### src/rtl/uart_tx_pkg.sv
package uart_tx_pkg;
    localparam int DATA_BITS = 8;

    typedef enum logic [2:0] {
        ST_OFF,
        ST_PREAMBLE,
        ST_IDLE,
        ST_START,
        ST_DATA,
        ST_STOP
    } tx_state_t;
endpackage

### src/rtl/uart_tx_hold.sv
module uart_tx_hold #(
    parameter int DEPTH = 4
) (
    input  logic                                clk,
    input  logic                                rst_n,
    input  logic                                flush,
    input  logic                                fifo_mode,
    input  logic                                push_req,
    input  logic [uart_tx_pkg::DATA_BITS-1:0]   push_data,
    input  logic                                pop,
    output logic [uart_tx_pkg::DATA_BITS-1:0]   head,
    output logic                                empty,
    output logic                                full,
    output logic                                overflow_evt
);
    localparam int AW = (DEPTH > 1) ? $clog2(DEPTH) : 1;
    localparam int CW = $clog2(DEPTH + 1);

    logic [uart_tx_pkg::DATA_BITS-1:0] mem [DEPTH];
    logic [AW-1:0] rd_ptr, wr_ptr;
    logic [CW-1:0] cnt, cap;
    logic          accept, do_pop;

    assign cap          = fifo_mode ? CW'(DEPTH) : CW'(1);
    assign empty        = (cnt == '0);
    assign full         = (cnt >= cap);
    assign accept       = push_req && !full;
    assign overflow_evt = push_req && full;
    assign do_pop       = pop && !empty;
    assign head         = mem[rd_ptr];

    function automatic logic [AW-1:0] bump(input logic [AW-1:0] p);
        return (p == AW'(DEPTH - 1)) ? '0 : p + AW'(1);
    endfunction

    always_ff @(posedge clk) begin
        if (!rst_n || flush) begin
            rd_ptr <= '0;
            wr_ptr <= '0;
            cnt    <= '0;
        end else begin
            if (accept) wr_ptr <= bump(wr_ptr);
            if (do_pop) rd_ptr <= bump(rd_ptr);
            cnt <= cnt + CW'(accept) - CW'(do_pop);
        end
    end

    always_ff @(posedge clk) begin
        if (accept && !flush) mem[wr_ptr] <= push_data;
    end
endmodule

### src/rtl/uart_tx_fsm.sv
module uart_tx_fsm #(
    parameter int PRE_BITS = 10
) (
    input  logic                                clk,
    input  logic                                rst_n,
    input  logic                                enable,
    input  logic                                baud_tick,
    input  logic                                data_avail,
    input  logic [uart_tx_pkg::DATA_BITS-1:0]   head_data,
    output logic                                pop,
    output logic                                done_evt,
    output logic                                tx
);
    import uart_tx_pkg::*;

    localparam int MAXC = (PRE_BITS > DATA_BITS) ? PRE_BITS : DATA_BITS;
    localparam int CNTW = $clog2(MAXC);
    localparam int IDXW = $clog2(DATA_BITS);

    tx_state_t             state, nxt;
    logic [CNTW-1:0]       cnt;
    logic [DATA_BITS-1:0]  shreg;

    // transition logic
    always_comb begin
        nxt      = state;
        pop      = 1'b0;
        done_evt = 1'b0;
        if (!enable) begin
            nxt = ST_OFF;
        end else begin
            unique case (state)
                ST_OFF:      nxt = ST_PREAMBLE;
                ST_PREAMBLE: if (baud_tick && cnt == CNTW'(PRE_BITS - 1)) nxt = ST_IDLE;
                ST_IDLE:     if (baud_tick && data_avail) begin
                                 nxt = ST_START;
                                 pop = 1'b1;
                             end
                ST_START:    if (baud_tick) nxt = ST_DATA;
                ST_DATA:     if (baud_tick && cnt == CNTW'(DATA_BITS - 1)) nxt = ST_STOP;
                ST_STOP:     if (baud_tick) begin
                                 if (data_avail) begin
                                     nxt = ST_START;
                                     pop = 1'b1;
                                 end else begin
                                     nxt      = ST_IDLE;
                                     done_evt = 1'b1;
                                 end
                             end
                default:     nxt = ST_OFF;
            endcase
        end
    end

    // state register
    always_ff @(posedge clk) begin
        if (!rst_n) begin
            state <= ST_OFF;
            cnt   <= '0;
            shreg <= '0;
        end else begin
            state <= nxt;
            if (nxt != state)   cnt <= '0;
            else if (baud_tick) cnt <= cnt + CNTW'(1);
            if (pop) shreg <= head_data;
        end
    end

    // outputs
    always_comb begin
        unique case (state)
            ST_START: tx = 1'b0;
            ST_DATA:  tx = shreg[cnt[IDXW-1:0]];
            default:  tx = 1'b1;
        endcase
    end
endmodule

### src/rtl/uart_tx_flags.sv
module uart_tx_flags (
    input  logic clk,
    input  logic rst_n,
    input  logic tc_set,
    input  logic tc_clr,
    input  logic ovr_set,
    input  logic ovr_clr,
    output logic tc,
    output logic ovr
);
    always_ff @(posedge clk) begin
        if (!rst_n) begin
            tc  <= 1'b0;
            ovr <= 1'b0;
        end else begin
            if (tc_set)       tc <= 1'b1;
            else if (tc_clr)  tc <= 1'b0;
            if (ovr_set)      ovr <= 1'b1;
            else if (ovr_clr) ovr <= 1'b0;
        end
    end
endmodule

### src/rtl/uart_dma_tx.sv
module uart_dma_tx #(
    parameter int DEPTH    = 4,
    parameter int PRE_BITS = 10
) (
    input  logic       clk,
    input  logic       rst_n,
    input  logic       enable,
    input  logic       fifo_mode,
    input  logic       baud_tick,
    input  logic       wr_en,
    input  logic [7:0] wr_data,
    input  logic       clr_wr,
    input  logic [1:0] clr_bits,
    output logic       tx,
    output logic       dma_req,
    output logic       txe,
    output logic       tc,
    output logic       ovr
);
    logic [7:0] head;
    logic       empty, full, ovf_evt, pop, done_evt;

    uart_tx_hold #(.DEPTH(DEPTH)) u_hold (
        .clk          (clk),
        .rst_n        (rst_n),
        .flush        (!enable),
        .fifo_mode    (fifo_mode),
        .push_req     (wr_en && enable),
        .push_data    (wr_data),
        .pop          (pop),
        .head         (head),
        .empty        (empty),
        .full         (full),
        .overflow_evt (ovf_evt)
    );

    uart_tx_fsm #(.PRE_BITS(PRE_BITS)) u_fsm (
        .clk        (clk),
        .rst_n      (rst_n),
        .enable     (enable),
        .baud_tick  (baud_tick),
        .data_avail (!empty),
        .head_data  (head),
        .pop        (pop),
        .done_evt   (done_evt),
        .tx         (tx)
    );

    uart_tx_flags u_flags (
        .clk     (clk),
        .rst_n   (rst_n),
        .tc_set  (done_evt),
        .tc_clr  (clr_wr && clr_bits[0]),
        .ovr_set (ovf_evt),
        .ovr_clr (clr_wr && clr_bits[1]),
        .tc      (tc),
        .ovr     (ovr)
    );

    assign txe     = !enable || empty;
    assign dma_req = enable && (fifo_mode ? !full : empty);
endmodule

### config.mk
export PLATFORM = sky130hd
export DESIGN_NAME = uart_dma_tx
export DESIGN_NICKNAME = d
export VERILOG_FILES = /design/src/rtl/uart_tx_pkg.sv /design/src/rtl/uart_tx_hold.sv /design/src/rtl/uart_tx_fsm.sv /design/src/rtl/uart_tx_flags.sv /design/src/rtl/uart_dma_tx.sv
export SDC_FILE = /design/constraint.sdc
export NUM_CORES = 1
export LEC_CHECK = 0
export ABC_AREA = 0
export BUFFER_PORTS_ARGS = -buffer_cell sky130_fd_sc_hd__buf_2
export CAP_MARGIN = 10
export CORE_MARGIN = 2
export CORE_UTILIZATION = 59
export DETAILED_ROUTE_END_ITERATION = 8
export GPL_TIMING_DRIVEN = 0
export PLACE_DENSITY = 0.82
export RECOVER_POWER = 25
export REMOVE_ABC_BUFFERS = 1
export SETUP_SLACK_MARGIN = 0.1
export SYNTH_ARGS = -nofsm -noshare
export SYNTH_HDL_FRONTEND = slang
export SYNTH_HIERARCHICAL = 1
export SYNTH_SLANG_ARGS = --single-unit
### constraint.sdc
create_clock -name clk -period 3.45 [get_ports clk]
set_clock_uncertainty 0.05 [all_clocks]
set_input_delay 0 -clock clk [delete_from_list [all_inputs] [get_ports clk]]
set_output_delay 0 -clock clk [all_outputs]
set_load 0.005 [all_outputs]
---- Word-level counts from Yosys, hierarchy flattened ----
Memory sizes are Yosys's and may differ from the RTL's. A register that Yosys moved wholly into a read port is not among the register bits.
Cells that the tools add are included.
word-level totals
  register bits ........................... 16
  memory bits (writable) .................. 32
  input port bits ......................... 17
  output and inout bits ................... 5
  memories kept ........................... 1
cells by class
  $add $sub $neg .......................... 5
  order comparisons ....................... 2
  equality and inequality tests ........... 10
  mux-type cells .......................... 30
  bitwise operators ....................... 1
  reduce and logical (&&, ||, !) cells .... 23
memories
  name        words  width  rd ports  clocked after Yosys merged registers in  write ports  RTL line            RTL
  u_hold.mem  4      8      1         1                                        1            uart_tx_hold.sv:19  logic [uart_tx_pkg::DATA_BITS-1:0] mem [DEPTH];
operators with widths
  cell                 number
  $mux 3               7
  $pmux 3 s6           1
  $mux 1               17
  $logic_and 1x1->1    11
  $eq 3x2->1 const B   2
  $eq 3x3->1 const B   2
  $logic_not 3->1      2
  $logic_not 1->1      5
  $add 2x1->2 const B  2
  $add 4x1->4 const B  1
  $eq 2x2->1 const B   2
  $eq 4x3->1 const B   1
  $eq 4x4->1 const B   1
  $lt 3x4->1 const B   1
  $mux 2               2
  $pmux 1 s2           2
  $reduce_bool 2->1    2
  $add 3x1->3          1
  $bmux 1 s3           1
  $eq 3x1->1 const B   1
  $ge 3x3->1           1
  $ne 3x3->1           1
  $sub 3x1->3          1
  $logic_or 1x1->1     2
  other kinds (2)      2

---- Depth between registers and ports, before layout ----
Gate-level depths: netlist of the first run.
  word-level depth ........................ 8
  depth in mapped cells ................... 14
  depth with buffers taken out ............ 13

---- Hierarchy ----
The synthesis of the first run kept the hierarchy.
modules (own cells, without submodules)
  module         times used  cells an instance  area each (um^2)  seq. area each (um^2)
  uart_tx_hold   1           100                1,731.7           1,141.1
  uart_tx_fsm    1           98                 915.9             300.3
  uart_tx_flags  1           6                  82.6              40.0
  uart_dma_tx    1           8                  42.5              0.0

---- Worst setup path before layout of the first run ----
No wires, ideal clock.
  path kind ............................... flip-flop to flip-flop
  start ................................... register u_hold.cnt[0]
  end ..................................... register u_hold.cnt[2]
  library setup time ...................... 117 ps
  arrival ................................. 2,519 ps
  data required time ...................... 3,283 ps
  setup slack ............................. 763 ps
  stages on the path, launching flop included .. 13
  clock period less this slack ............ 2,687 ps
  cells stage by stage .................... dfxtp_1 > inv_1 > ha_1 > or3b_4 > a21boi_4 > inv_2 > ha_1 > inv_1 > ha_1 > fa_1 > xnor2_1 > xnor2_1 > nor2_1
between the ends
  word-level cells in the longest chain between the ends .. 8
RTL lines
  what                                                RTL line            RTL
  start, declared                                     uart_tx_hold.sv:21  logic [CW-1:0] cnt, cap;
  start signal, assigned                              uart_tx_hold.sv:44  cnt <= cnt + CW'(accept) - CW'(do_pop);
  branches (longest 7 deep; another with $ge 3x3->1)  -
  $sub 3x1->3 *                                       uart_tx_hold.sv:44
Mark *: on every way between the ends.
A chain may end at the register's enable or synchronous reset.

---- Worst setup path after layout of the first run ----
  start ................................... register u_fsm.state[0]
  end ..................................... register u_hold.cnt[2]
between the ends
  word-level cells in the longest chain between the ends .. 5
RTL lines
  what                                      RTL line            RTL
  start, declared                           uart_tx_fsm.sv:20   tx_state_t state, nxt;
  start signal, assigned                    uart_tx_fsm.sv:62   state <= nxt;
  $eq 3x3->1 or $eq 3x2->1 (tied branches)  uart_tx_fsm.sv:32   unique case (state)
  $pmux 1 s2 *                              uart_tx_fsm.sv:32
  $mux 1 *                                  uart_tx_fsm.sv:29   if (!enable) begin
  net pop                                   uart_dma_tx.sv:21   logic empty, full, ovf_evt, pop, done_evt;
  $logic_and 1x1->1 *                       uart_tx_hold.sv:29  assign do_pop = pop && !empty;
  $sub 3x1->3 *                             uart_tx_hold.sv:44
The timed path passes the listed nets; every way through them passes the cells marked *.

==> results of run 1 <==
-- cell families (layout without fill, tap and decap cells) --
group	after synthesis	after routing	share of synthesized area [%]
simple gates	68	68	15.7
buf+inv	24	62	3.79
flops	58	58	53.4
xor+xnor	6	6	1.90
compound gates	20	20	6.32
mux	24	24	13.2
fa+ha+maj	12	12	5.69
-- what timing repair did --
item / CTS / global route
hold buffers: 10 / 0
resized for setup: 0 / 0
endpoints found under the hold margin: 36 / 0
-- final timing paths --
| path | endpoint | cells after the start | startpoint |
|---|---|---|---|
| max | u_hold/cnt[2] | 12 | u_fsm/state[0] |
| min | u_flags/ovr | 4 | wr_en |
| max reg2reg | u_hold/cnt[2] | 12 | u_fsm/state[0] |
| min reg2reg | u_fsm/shreg[1] | 2 | u_fsm/shreg[1] |
-- sequential cells by signal (all words and copies together) (netlist names), named ones only --
signal / cells
u_flags/ovr: 1
u_flags/tc: 1
u_fsm/cnt: 4
u_fsm/shreg: 8
u_fsm/state: 3
u_hold/cnt: 3
u_hold/mem: 32
u_hold/rd_ptr: 2
u_hold/wr_ptr: 2
-- stage by stage --
stage | instances | util [%] | setup slack (ns) | cell area (um2) | hold slack, ns
after floorplan | 204 | - | 0.285 | 2730 | -0.00903
after global placement | 277 | 65.2 | -0.173 | 2900 | 0.164
after detailed placement | 278 | 65.4 | 0.422 | 2910 | 0.166
after CTS | 302 | 72.0 | 0.392 | 3200 | 0.0630
after global routing | 302 | 71.9 | 0.187 | 3190 | 0.0801
final | 302 | 71.9 | 0.395 | 3190 | 0.0770
-- synthesized netlist by cell type (2+ instances only) --
master	number	share of area [%]
dfxtp_1	26	19
nand2b_1	2	0.45
nor3b_2	4	1.8
edfxtp_1	32	35
nor2b_4	2	0.99
ha_1	11	5.0
mux2i_1	14	5.1
nor2_1	9	1.2
a31oi_1	2	0.45
xnor2_1	5	1.6
nor2b_1	12	2.7
o31ai_1	2	0.54
buf_1	2	0.27
a21oi_1	5	0.90
nand3_1	9	1.6
inv_2	2	0.27
or3_1	3	0.68
nand4b_1	2	0.63
mux4_2	10	8.1
and2_1	6	1.4
nor3b_1	2	0.54
nand2_1	8	1.1
o21a_1	2	0.54
inv_1	14	1.9
buf_2	3	0.54
-- power breakdown --
group	switching, mW	internal [mW]
registers	0.00871	0.735
clock network	0.239	0.395
logic	0.0414	0.0388
total	0.289	1.17
-- per-layer routing --
layer / vias to the layer above / global-route usage, % / share of wire (%)
met1: 811 / 26.2 / 46
met2: 30 / 34.7 / 50
met3: 6 / 9.31 / 3.8
met5: - / 0 / 0
met4: 0 / 7.00 / 0.86
li1: 835 / - / -
-- critical path, cell delays in order, from the launching register on --
cell and delay, ns:
dfxtp_1 0.45, or3b_1 0.40, a21oi_1 0.44, buf_4 0.29, o31ai_1 0.16, inv_1 0.09
ha_1 0.12, inv_1 0.04, ha_1 0.18, fa_1 0.37, xnor2_1 0.17, xnor2_1 0.14
nor2_1 0.05
-- layout make-up --
cell class	instances	area [um2]
sequential	58	1480
tap	52	65.1
clock buffer	10	128
timing repair buffer	32	205
fill	319	1250
clock inverter	4	68.8
inverter	16	60.1
multi-input combinational	130	1190
==> impl_results.md, run 1 <==
* Status: completed
* Fraction of layout cells with a size suffix above 1 at 21.2%
* CTS Sinks at 58
* Iter 0 DRT Violations at 75
* Pleak at around 1.1 nW
* Cells after synthesis at 212
* Nets at about 280
* Residual DRC at 0
* I/O Buffers at 21
* Endpoint class of the critical path: register
* N_diodes at 0
* Worst Tran Pin Value at 0.882 ns
* GPL Wtd Cong at 0.820
* CTS tree: built
* Via/cell ratio at 5.57
* WL per Instance at 16.2 um
* WP data required at about 3.6 ns
* Fin. Hold Viols at 0
* Seq/Total Area, Yosys at 53.4%
* Grt ovf at 0
* Worst-path fanout max at 12
* Initial antenna violation count at 0
* Fin crit period at around 3.1 ns
* Most frequent cells in the layout: edfxtp_1, dfxtp_1, buf_2
* Die Ht at 72.6 um
* Synth Register Bits at 58
* Drt pass-1 iters at 4
* Die width at 72.6 um
* Power per Cell Area at roughly 460 nW/um2
* Peak supply drop at 0.324 mV
* Worst relative slew slack at 40.9%
* Worst-path clk slew at 0.06 ns
* Min-Delay Path Class: in2reg
* Fmax achieved at between 300 and 400 MHz
* Total power at 1.46 mW
* RSZ-0062 raised after global routing: no
* Commonest non-fill, non-tap cell in the layout: edfxtp_1
* Avg Synthesized Cell Area at 13.1 um2
* Ports at 22
* Ys flop type: edfxtp_1
* Clock Latency Late Sink at between 0.3 and 0.4 ns
* Max_cap viols at 0
* Starting density of the core at 62.4%
* Post-synth EDFFs at 32
* Largest net degree at the start of global routing at 17
* H-tree depth at 3
* Post-Route WL at 4890 um
* Tcrit/Tclk final at between 80% and 90%
* Routed Antenna Nets at 0
* Flop-to-flop setup slack at between 0.3 and 0.4 ns
* Vias at roughly 1700
* Cell Area, Synth at 2770 um2
* Total CTS buffers at 9
* P&R area growth vs syn at 15.2%
* Placeable Area at 4440 um2
* Gr usage total at 21.5%
* Global-route wire length before repair at 8180 um
* Vias in the first global route at 1727
* Distinct cells, synth at between 40 and 50
* Die Area at 5260 um2
* Final setup fails at 0
* CTS root buf: clkbuf_8
* DP HPWL at 3110 um
* CTS Buffer Depth at 2
* Critical Path Start Type: register
* Yosys warns at 6
* CP arrival at ~3.2 ns
* Setup Crit Path Kind: reg2reg
* Fraction of registers with async set/reset at 0%
* Rows at 24
* Postcts setup bufs at 0
* Final Slew Violations at 0
* Setup TNS at 0 ns
No activity file was read; power rests on OpenSTA's default activity.
==> run 2: changes to the inputs <==
--- a/config.mk
+++ b/config.mk
@@ -8,7 +8,6 @@
 export ABC_AREA = 0
 export BUFFER_PORTS_ARGS = -buffer_cell sky130_fd_sc_hd__buf_2
 export CAP_MARGIN = 10
-export CORE_MARGIN = 2
 export CORE_UTILIZATION = 59
 export DETAILED_ROUTE_END_ITERATION = 8
 export GPL_TIMING_DRIVEN = 0
==> run 2 against run 1 <==
- the run now ends with DRC left
- flip-flop and latch count stayed put
- setup slack gained 0.048 ns
- first-iteration DRC count down 11%
- count of clock-buffer cells in the layout is 1 lower
- global-route usage grew 0.34 points
==> impl_results.md, run 2 (synthesis gave the netlist of run 1 again) <==
* Status: finished with violations
* Failing checks: DRC
* Post-Route WL at between 4000 and 5000 um
* Hold Path Depth at 4
* Postcts setup bufs at 0
* Setup TNS at 0 ns
* Post-CTS Hold Fix Bufs at 11
* Fmax achieved at 332 MHz
* FF-to-FF Start: u_fsm/state[1]
* Critical path launch point: u_fsm/state[1]
* Dpl cell area at 2910 um2
* Placed insts at 278
* Grt ovf at 0
* Initial antenna violation count at 0
* I/O Buffers at 21
* Setup Crit Path Kind: reg2reg
* Fin crit period at roughly 3 ns
* Final setup fails at 0
* Ports at 22
* Post-Place Worst Slack at between 0.4 and 0.5 ns
* FILL cells at ~330
* Commonest non-fill, non-tap cell in the layout: edfxtp_1
* Worst Hold Launch: wr_en
* Worst-path fanout max at 10
* Post_cts resized at 0
* Biggest register: u_hold/mem
* Top Registers: u_hold/mem: 32 flops, u_fsm/shreg: 8 flops, u_fsm/cnt: 4 flops
* Min-Delay Path Class: in2reg
* Rows at 24
* Non-Filler Instances at 305
* Most frequent cells in the layout: edfxtp_1, dfxtp_1, buf_2
* Minimum hold slack at 0.0686 ns
* Pleak at 1.12 nW
* CTS tree: built
* RSZ-0062 raised after global routing: no
* Max reg flops at 32
* Peak supply drop at 0.340 mV
* Worst Tran Pin Value at 0.767 ns
* Residual DRC at 4
* Iter 0 DRT Violations at 67
* Total CTS buffers at 9
* Nets at between 200 and 300
* Fraction of layout cells with a size suffix above 1 at 22.1%
* GPL Wtd Cong at 0.796
* Vias at about 1700
* Final Slew Violations at 0
* Endpoint class of the critical path: register
* DP HPWL at around 3000 um
* Die Ht at 70.6 um
* H-tree depth at 3
* Worst R2R Path Depth at 12
* Routed Antenna Nets at 0
* Worst-path clk slew at 0.07 ns
* Worst relative slew slack at between 40 and 50%
* Critical Path Start Type: register
* CTS Buffer Depth at 2
* CP arrival at 3.18 ns
* Via/cell ratio at 5.63
* Clock Latency Late Sink at 0.34 ns
* WL per Instance at 15.5 um
* CTS root buf: clkbuf_8
* Placeable Area at 4440 um2
* Gr usage total at roughly 22%
* Total power at about 1.4 mW
* P&R area growth vs syn at 14.6%
* Starting density of the core at 62.4%
* Die Area at 4980 um2
* Power per Cell Area at approximately 430 nW/um2
* Final instance area at 3180 um2
* N_diodes at 0
* Final core utilization at 71.5%
* Tcrit/Tclk final at between 80% and 90%
* Final setup margin at 0.442 ns
* Largest net degree at the start of global routing at 17
* WP data required at 3.63 ns
* Drt pass-1 iters at 6
* Fin. Hold Viols at 0
* CTS Sinks at 58
* Global-route wire length before repair at slightly below 8000 um
* Vias in the first global route at 1740
* Die width at 70.6 um
* Max_cap viols at 0
-- run 2: cell count changes in the layout (fill, tap and decap cells not counted), sizes merged --
| cell | delta |
|---|---|
| clkinv | +3 |
| clkinvlp | +2 |
| dlygate4sd3 | +1 |
| bufinv | -2 |
| clkbuf | -1 |
-- run 2: path summary, 6_finish.rpt --
check,endpoint,slack (ns)
worst min register to register,register,0.44
worst max register to register,u_hold/cnt[2],0.44
worst max-delay path,u_hold/cnt[2],0.44
worst min-delay path,u_flags/ovr,0.07
-- run 2: power by group --
part / leakage [nW] / internal [mW] / switching (mW) / total [mW]
Sequential: 0.499 / 0.735 / 0.00857 / 0.743
Clock: 0.0826 / 0.257 / 0.276 / 0.533
Combinational: 0.543 / 0.0396 / 0.0415 / 0.0811
-- run 2: cell type report --
class                      instances  area (um2)  area share (%)
clock inverter                     7        46.3            1.46
sequential                        58        1480            46.6
timing repair buffer              33         215            6.77
clock buffer                       9         124            3.90
multi-input combinational        130        1190            37.3
inverter                          16        60.1            1.89
tap                               52        65.1            2.05
-- run 2: metal layers --
layer	vias up	part of all wire (%)	track usage (%)
li1	845	-	-
met4	0	1.4	12.7
met5	-	0	0
met3	8	3.5	5.56
met2	31	49	35.8
met1	833	46	26.6
-- run 2: critical path, cell delays in order, from the launching register on --
cell and delay (ns):
dfxtp_1 0.48, or3b_1 0.37, a21oi_1 0.42, buf_4 0.28, o31ai_1 0.15, inv_1 0.08
ha_1 0.11, inv_1 0.04, ha_1 0.18, fa_1 0.37, xnor2_1 0.17, xnor2_1 0.14
nor2_1 0.05
